**config.mk**
```make
export PLATFORM = sky130hd
export DESIGN_NAME = fmac_round
export DESIGN_NICKNAME = d
export VERILOG_FILES = /design/src/rtl/fmac_pkg.sv /design/src/rtl/fmac_term_gen.sv /design/src/rtl/fmac_accum.sv /design/src/rtl/fmac_rounder.sv /design/src/rtl/fmac_round.sv
export SDC_FILE = /design/constraint.sdc
export NUM_CORES = 2
export LEC_CHECK = 0
export BUFFER_PORTS_ARGS = -buffer_cell sky130_fd_sc_hd__buf_2
export CAP_MARGIN = 20
export CORE_ASPECT_RATIO = 1.75
export CORE_MARGIN = 3
export CORE_UTILIZATION = 35
export CTS_BUF_LIST = sky130_fd_sc_hd__clkbuf_16
export DETAILED_ROUTE_END_ITERATION = 12
export PLACE_DENSITY = 0.49
export SLEW_MARGIN = 15
export SYNTH_ARGS = -nofsm -noshare
export SYNTH_HDL_FRONTEND = slang
export SYNTH_SLANG_ARGS = --single-unit
```
**constraint.sdc**
```tcl
create_clock -name clk -period 12.25 [get_ports clk]
set_clock_uncertainty 0.1 [all_clocks]
set_input_delay 1.8375 -clock clk [delete_from_list [all_inputs] [get_ports clk]]
set_output_delay 1.8375 -clock clk [all_outputs]
set_load 0.02 [all_outputs]
```
**src/rtl/fmac_pkg.sv**
```systemverilog
package fmac_pkg;

  typedef enum logic [1:0] {
    SCL_NONE = 2'b00,
    SCL_DOWN = 2'b01,
    SCL_UP   = 2'b10,
    SCL_RSVD = 2'b11
  } scale_mode_e;

  // Index of the rounding candidate: 0 -> one bit below the word
  // boundary, 1 -> on the boundary, 2 -> one bit above it.
  function automatic logic [1:0] pos_index(input scale_mode_e m);
    case (m)
      SCL_UP:   return 2'd0;
      SCL_DOWN: return 2'd2;
      default:  return 2'd1;
    endcase
  endfunction

endpackage

```
**src/rtl/fmac_term_gen.sv**
```systemverilog
module fmac_term_gen #(
  parameter int DATA_W = 24,
  parameter int EXT_W  = 8,
  parameter int SH_W   = 5,
  localparam int ACC_W = EXT_W + 2 * DATA_W
) (
  input  logic [DATA_W-1:0] op_a,
  input  logic [DATA_W-1:0] op_b,
  input  logic              term_sel,
  input  logic [SH_W-1:0]   shift_n,
  output logic [ACC_W-1:0]  term
);

  localparam logic [SH_W-1:0] SH_MAX = SH_W'(DATA_W - 1);

  // Fractional product: signed full product, doubled, sign-extended.
  function automatic logic [ACC_W-1:0] frac_mul(input logic [DATA_W-1:0] a,
                                                input logic [DATA_W-1:0] b);
    logic signed [2*DATA_W-1:0] p;
    logic signed [ACC_W-1:0]    p_ext;
    p     = $signed(a) * $signed(b);
    p_ext = ACC_W'(p);
    p_ext = p_ext <<< 1;
    return p_ext;
  endfunction

  // Power-of-two term: operand at the high word, arithmetic right shift.
  function automatic logic [ACC_W-1:0] pow2_term(input logic [DATA_W-1:0] a,
                                                 input logic [SH_W-1:0]   n);
    logic signed [ACC_W-1:0] placed;
    placed = ACC_W'($signed(a));
    placed = placed <<< DATA_W;
    return placed >>> n;
  endfunction

  logic [SH_W-1:0]  n_eff;
  logic [ACC_W-1:0] mul_term;
  logic [ACC_W-1:0] shf_term;

  always_comb begin
    n_eff    = (shift_n > SH_MAX) ? SH_MAX : shift_n;
    mul_term = frac_mul(op_a, op_b);
    shf_term = pow2_term(op_a, n_eff);
    term     = term_sel ? shf_term : mul_term;
  end

endmodule

```
**src/rtl/fmac_accum.sv**
```systemverilog
module fmac_accum #(
  parameter int ACC_W = 56
) (
  input  logic [ACC_W-1:0] acc_in,
  input  logic [ACC_W-1:0] term,
  input  logic             sub_sel,
  output logic [ACC_W-1:0] sum
);

  function automatic logic [ACC_W-1:0] add_sub(input logic [ACC_W-1:0] x,
                                               input logic [ACC_W-1:0] t,
                                               input logic             neg);
    logic [ACC_W-1:0] t_eff;
    t_eff = neg ? ~t : t;
    return x + t_eff + ACC_W'(neg);
  endfunction

  assign sum = add_sub(acc_in, term, sub_sel);

endmodule

```
**src/rtl/fmac_rounder.sv**
```systemverilog
module fmac_rounder
  import fmac_pkg::*;
#(
  parameter int DATA_W = 24,
  parameter int ACC_W  = 56,
  parameter int POS_W  = 6
) (
  input  logic [ACC_W-1:0]  sum,
  input  scale_mode_e       mode,
  output logic [ACC_W-1:0]  rounded,
  output logic              tie,
  output logic [POS_W-1:0]  pos
);

  localparam int N_CAND = 3;
  localparam int POS_LO = DATA_W - 2;

  logic [ACC_W-1:0] cand_val [N_CAND];
  logic             cand_tie [N_CAND];

  for (genvar g = 0; g < N_CAND; g++) begin : g_cand
    localparam int P = POS_LO + g;
    localparam logic [ACC_W-1:0] HALF = ACC_W'(1) << P;
    localparam logic [ACC_W-1:0] KEEP = {{(ACC_W-P-1){1'b1}}, {(P+1){1'b0}}};
    localparam logic [ACC_W-1:0] EVEN = ~(ACC_W'(1) << (P + 1));
    localparam logic [ACC_W-1:0] LOWZ = {{(ACC_W-DATA_W){1'b1}}, {DATA_W{1'b0}}};

    logic             half_hit;
    logic [ACC_W-1:0] bumped;

    always_comb begin
      half_hit    = ((sum & ~KEEP) == HALF);
      bumped      = (sum + HALF) & KEEP;
      if (half_hit) bumped = bumped & EVEN;
      cand_val[g] = bumped & LOWZ;
      cand_tie[g] = half_hit;
    end
  end

  logic [1:0] sel;

  always_comb begin
    sel     = pos_index(mode);
    rounded = cand_val[1];
    tie     = cand_tie[1];
    for (int i = 0; i < N_CAND; i++) begin
      if (sel == 2'(i)) begin
        rounded = cand_val[i];
        tie     = cand_tie[i];
      end
    end
    pos = POS_W'(POS_LO) + POS_W'(sel);
  end

endmodule

```
**src/rtl/fmac_round.sv**
```systemverilog
module fmac_round
  import fmac_pkg::*;
#(
  parameter int DATA_W = 24,
  parameter int EXT_W  = 8,
  parameter int SH_W   = 5,
  localparam int ACC_W = EXT_W + 2 * DATA_W,
  localparam int POS_W = $clog2(ACC_W)
) (
  input  logic              clk,
  input  logic              rst,
  input  logic              in_valid,
  input  logic [DATA_W-1:0] op_a,
  input  logic [DATA_W-1:0] op_b,
  input  logic              sub_sel,
  input  logic              term_sel,
  input  logic [SH_W-1:0]   shift_n,
  input  logic [ACC_W-1:0]  acc_in,
  input  logic [1:0]        scale_mode,
  output logic              out_valid,
  output logic [ACC_W-1:0]  acc_out
);

  // Stage 1: term generation
  logic [ACC_W-1:0] term_c;

  fmac_term_gen #(
    .DATA_W(DATA_W),
    .EXT_W (EXT_W),
    .SH_W  (SH_W)
  ) u_term (
    .op_a    (op_a),
    .op_b    (op_b),
    .term_sel(term_sel),
    .shift_n (shift_n),
    .term    (term_c)
  );

  logic             s1_valid;
  logic [ACC_W-1:0] s1_term;
  logic [ACC_W-1:0] s1_acc;
  logic             s1_sub;
  scale_mode_e      s1_mode;

  always_ff @(posedge clk) begin
    if (rst) begin
      s1_valid <= 1'b0;
    end else begin
      s1_valid <= in_valid;
    end
    if (in_valid) begin
      s1_term <= term_c;
      s1_acc  <= acc_in;
      s1_sub  <= sub_sel;
      s1_mode <= scale_mode_e'(scale_mode);
    end
  end

  // Stage 2: accumulate and round
  logic [ACC_W-1:0] sum_c;
  logic [ACC_W-1:0] rnd_c;
  logic             tie_c;
  logic [POS_W-1:0] pos_c;

  fmac_accum #(.ACC_W(ACC_W)) u_acc (
    .acc_in (s1_acc),
    .term   (s1_term),
    .sub_sel(s1_sub),
    .sum    (sum_c)
  );

  fmac_rounder #(
    .DATA_W(DATA_W),
    .ACC_W (ACC_W),
    .POS_W (POS_W)
  ) u_rnd (
    .sum    (sum_c),
    .mode   (s1_mode),
    .rounded(rnd_c),
    .tie    (tie_c),
    .pos    (pos_c)
  );

  // Observation registers for the checker
  logic             tie_q;
  logic [POS_W-1:0] pos_q;

  always_ff @(posedge clk) begin
    if (rst) begin
      out_valid <= 1'b0;
      acc_out   <= '0;
      tie_q     <= 1'b0;
      pos_q     <= '0;
    end else begin
      out_valid <= s1_valid;
      if (s1_valid) begin
        acc_out <= rnd_c;
        tie_q   <= tie_c;
        pos_q   <= pos_c;
      end
    end
  end

endmodule

```
==> impl_results.md <==
* Status: finished, final reports clean
* Post-CTS resize count at 0
* Post-DR wirelength/cell at 20.3 um
* Critical Path Start Type: input port
* Max-capacitance violation count at 0
* Fin. Hold Viols at 0
* Grt ovf at 0
* Antenna violations before repair at 5
* Crit path top cell by count: fa_1
* Initial Utilization at 0.353
* Fill count at 9474
* Number of setup buffers added after CTS at 0
* Final net count at 4514
* Initial drt markers at 1031
* Worst-case clock buffer depth at 3
* Cts hold-fix bufs at 0
* Avg Synthesized Cell Area at 9.08 um^2
* Clock transition at path regs at 60 ps
* Overall Global Routing Usage at 0.204
* Via count at 24400
* CP endpoint kind: flip-flop
* Slew at the pin with the worst max-slew slack at between 1000 and 1500 ps
* Die H at between 400 and 500 um
* Crit path DAT at roughly 9900 ps
* Critical path's largest stage delay at 590 ps
* HPWL after detailed placement at 79.8 mm
* Antenna viol nets, final at 0
* CTS tree: yes
* Worst Hold End: acc_out[50]
* Hold crit path type: flip-flop to flip-flop
* Clk Latency, worst-skew pair at 500 ps
* Cell depth of the worst hold path at 2
* CTS buffer count at 25
* Post-Syn Area at around 32000 um^2
* DR vias/cell at 5.09
* Final worst path period share at 0.795
* Fraction of layout cells with a size suffix above 1 at 0.0660
* Die Wd at 236 um
* Worst R2R Path Depth at 14
* # port buffers at ~150
* Clk sink count at 142
* Row cnt at about 150
* HP Start: acc_out[50]
* Fmax at 0.103 GHz
* DIE AREA at 96600 um^2
* Max Slew Vio Count at 0
* Critical Path Stages at 27
* Crit path max fanout at 26
* First-pass GRT wire length at 154 mm
* Max-Slew Margin vs Limit at 0.287
* Setup violators final at 0
* DRC viols at 0
* GPL Wtd Cong at roughly 0.85
* RSZ-0062 raised after global routing: no
* Initial DRT Pass Iterations at 6
* Unique masters post-synth at 83
* Seq/Total Area, Yosys at 0.121
* Critical path's top delay family: adder cells
* Crit-path slowest cell: a211oi_1
* P&R area growth vs syn at 7.27%
* Critical R2R Launch: s1_sub
* H-tree Lvls at 4
* Total I/O pin count at 173
* Placeable core region at between 90000 and 100000 um^2
* RR Endpoint: acc_out[55]
* Setup TNS at 0 ps
* Warning count from the yosys run at 0
* R2r setup slk at 6080 ps
* Post-Synthesis Cells at 3578
* Detailed Route WL at 97.5 mm
* Synth Flop Type: edfxtp_1
* Flop and latch count out of synthesis at between 100 and 150
* Largest net degree at the start of global routing at 82
* Crit path required time at about 12000 ps
* Critical path class: input port to flip-flop
* Async SR Flop Fraction at 0
* Worst path bufs/invs at 7
* Crit path time final at between 9000 and 10000 ps
* EDFF count, synth at 108
* CTS Root Cell: clkbuf_16
* Vias in the first global route at 27000
[final cells by class]
type	count	area [um^2]	share of cell area
repair buffers	166	891	0.0256
flip-flops and latches	142	3930	0.113
clock inverters	8	61.3	0.00176
well taps	1192	1490	0.0428
multi-input cells	2620	25400	0.730
diodes	5	12.5	0.000359
inverters	643	2410	0.0693
clock buffers	25	626	0.0180
[sequential cells by signal, summed over array words and instances (netlist names)]
| signal | cells |
|---|---|
| s1_term | 49 |
| s1_acc | 56 |
| out_valid | 1 |
| acc_out | 32 |
| s1_valid | 1 |
| s1_mode | 2 |
| s1_sub | 1 |
[through the flow]
step	cells	hold slack (ps)	utilization	setup slack, ps	area [um^2]
after floorplan	3602	435	-	2770	32600
after global routing	4796	388	0.379	1930	34800
final	4801	354	0.379	2510	34800
after CTS	4795	360	0.379	2440	34800
after global placement	4762	340	0.371	2000	34100
after detailed placement	4762	345	0.371	1920	34100
[cells in the final DEF (no fill, tap or decap), types with 10 or more instances in the layout]
cell type	netlist	final
a211o_1	10	10
a211oi_1	34	34
a21o_1	56	56
a21oi_1	119	116
and2_1	280	280
and3_1	11	11
buf_2	6	147
buf_4	24	18
clkbuf_16	0	25
conb_1	1	25
dfxtp_1	34	33
edfxtp_1	108	108
fa_1	608	608
ha_1	192	192
inv_1	642	642
mux2i_1	76	76
nand2_1	424	424
nand2b_1	19	19
nand3_1	35	35
nand4_1	36	36
nor2_1	133	133
nor2b_1	12	12
nor3_1	45	45
o211ai_1	33	33
o21a_1	17	17
o21ai_0	95	95
o21bai_1	18	18
o22ai_1	14	14
o31ai_1	11	11
or2_2	10	10
xnor2_1	71	71
xor2_1	90	90
[logic make-up (layout without fill, tap and decap cells)]
| family | after synthesis | in the layout | synth area share |
|---|---|---|---|
| AO/OA/AOI/OAI | 500 | 500 | 0.102 |
| XOR/XNOR | 161 | 161 | 0.0434 |
| adder cells (fa/ha/maj) | 800 | 800 | 0.449 |
| buffers and inverters | 840 | 842 | 0.100 |
| flip-flops | 142 | 142 | 0.121 |
| multiplexers | 80 | 80 | 0.0248 |
| other | 1 | 30 | 0.000115 |
| AND/OR/NAND/NOR | 1054 | 1054 | 0.160 |
[tightest hold or removal path, cell delays in order (launching register included)]
cell     delay (ps)
dfxtp_1         320
nand2_1          50
nand3_1          50
[cells in the mapped netlist (all sizes together), types with 8 or more instances]
library cell  number  share of area
nand4             36         0.0069
mux2i             76          0.023
ha               192          0.074
and3              11         0.0021
or3                8         0.0015
o21ai            102          0.016
buf               41         0.0077
nand2            424          0.049
o21bai            18         0.0042
o31ai             11         0.0025
xnor2             71          0.019
dfxtp             34          0.021
and2             281          0.054
nor2             134          0.016
a2111oi           10         0.0031
nor2b             12         0.0023
a31oi              8         0.0015
a21oi            119          0.018
xor2              90          0.024
or2               11         0.0021
edfxtp           108           0.10
a211oi            38         0.0094
a21o              56          0.013
clkbuf           156          0.018
nand3             35         0.0054
o22ai             14         0.0027
nor4               8         0.0017
o21a              17         0.0039
a211o             10         0.0027
nor3              48         0.0079
o211ai            33         0.0076
nand2b            19         0.0037
fa               608           0.37
inv              642          0.074
[worst max path at each step]
stage | to | from | slack, ps
finish | s1_term[45] | op_a[10] | 2510
global route | s1_term[41] | op_a[4] | 1930
CTS | s1_term[47] | op_a[4] | 2440
detailed placement | s1_term[45] | op_a[4] | 1920
global placement | s1_term[45] | op_a[4] | 2000
floorplan | s1_term[41] | op_a[23] | 2770
[metal layers]
metal / GRT usage / routed length, um / vias to the layer above
met5: 0 / 13 / -
met4: 0.0690 / 3340 / 2
met3: 0.0175 / 2950 / 156
met2: 0.386 / 52400 / 533
met1: 0.239 / 38800 / 12400
li1: - / - / 11300
Power is left out: the tool's default activity adds up to more than one toggle a clock period on the data nets, which glitch-free logic cannot reach.
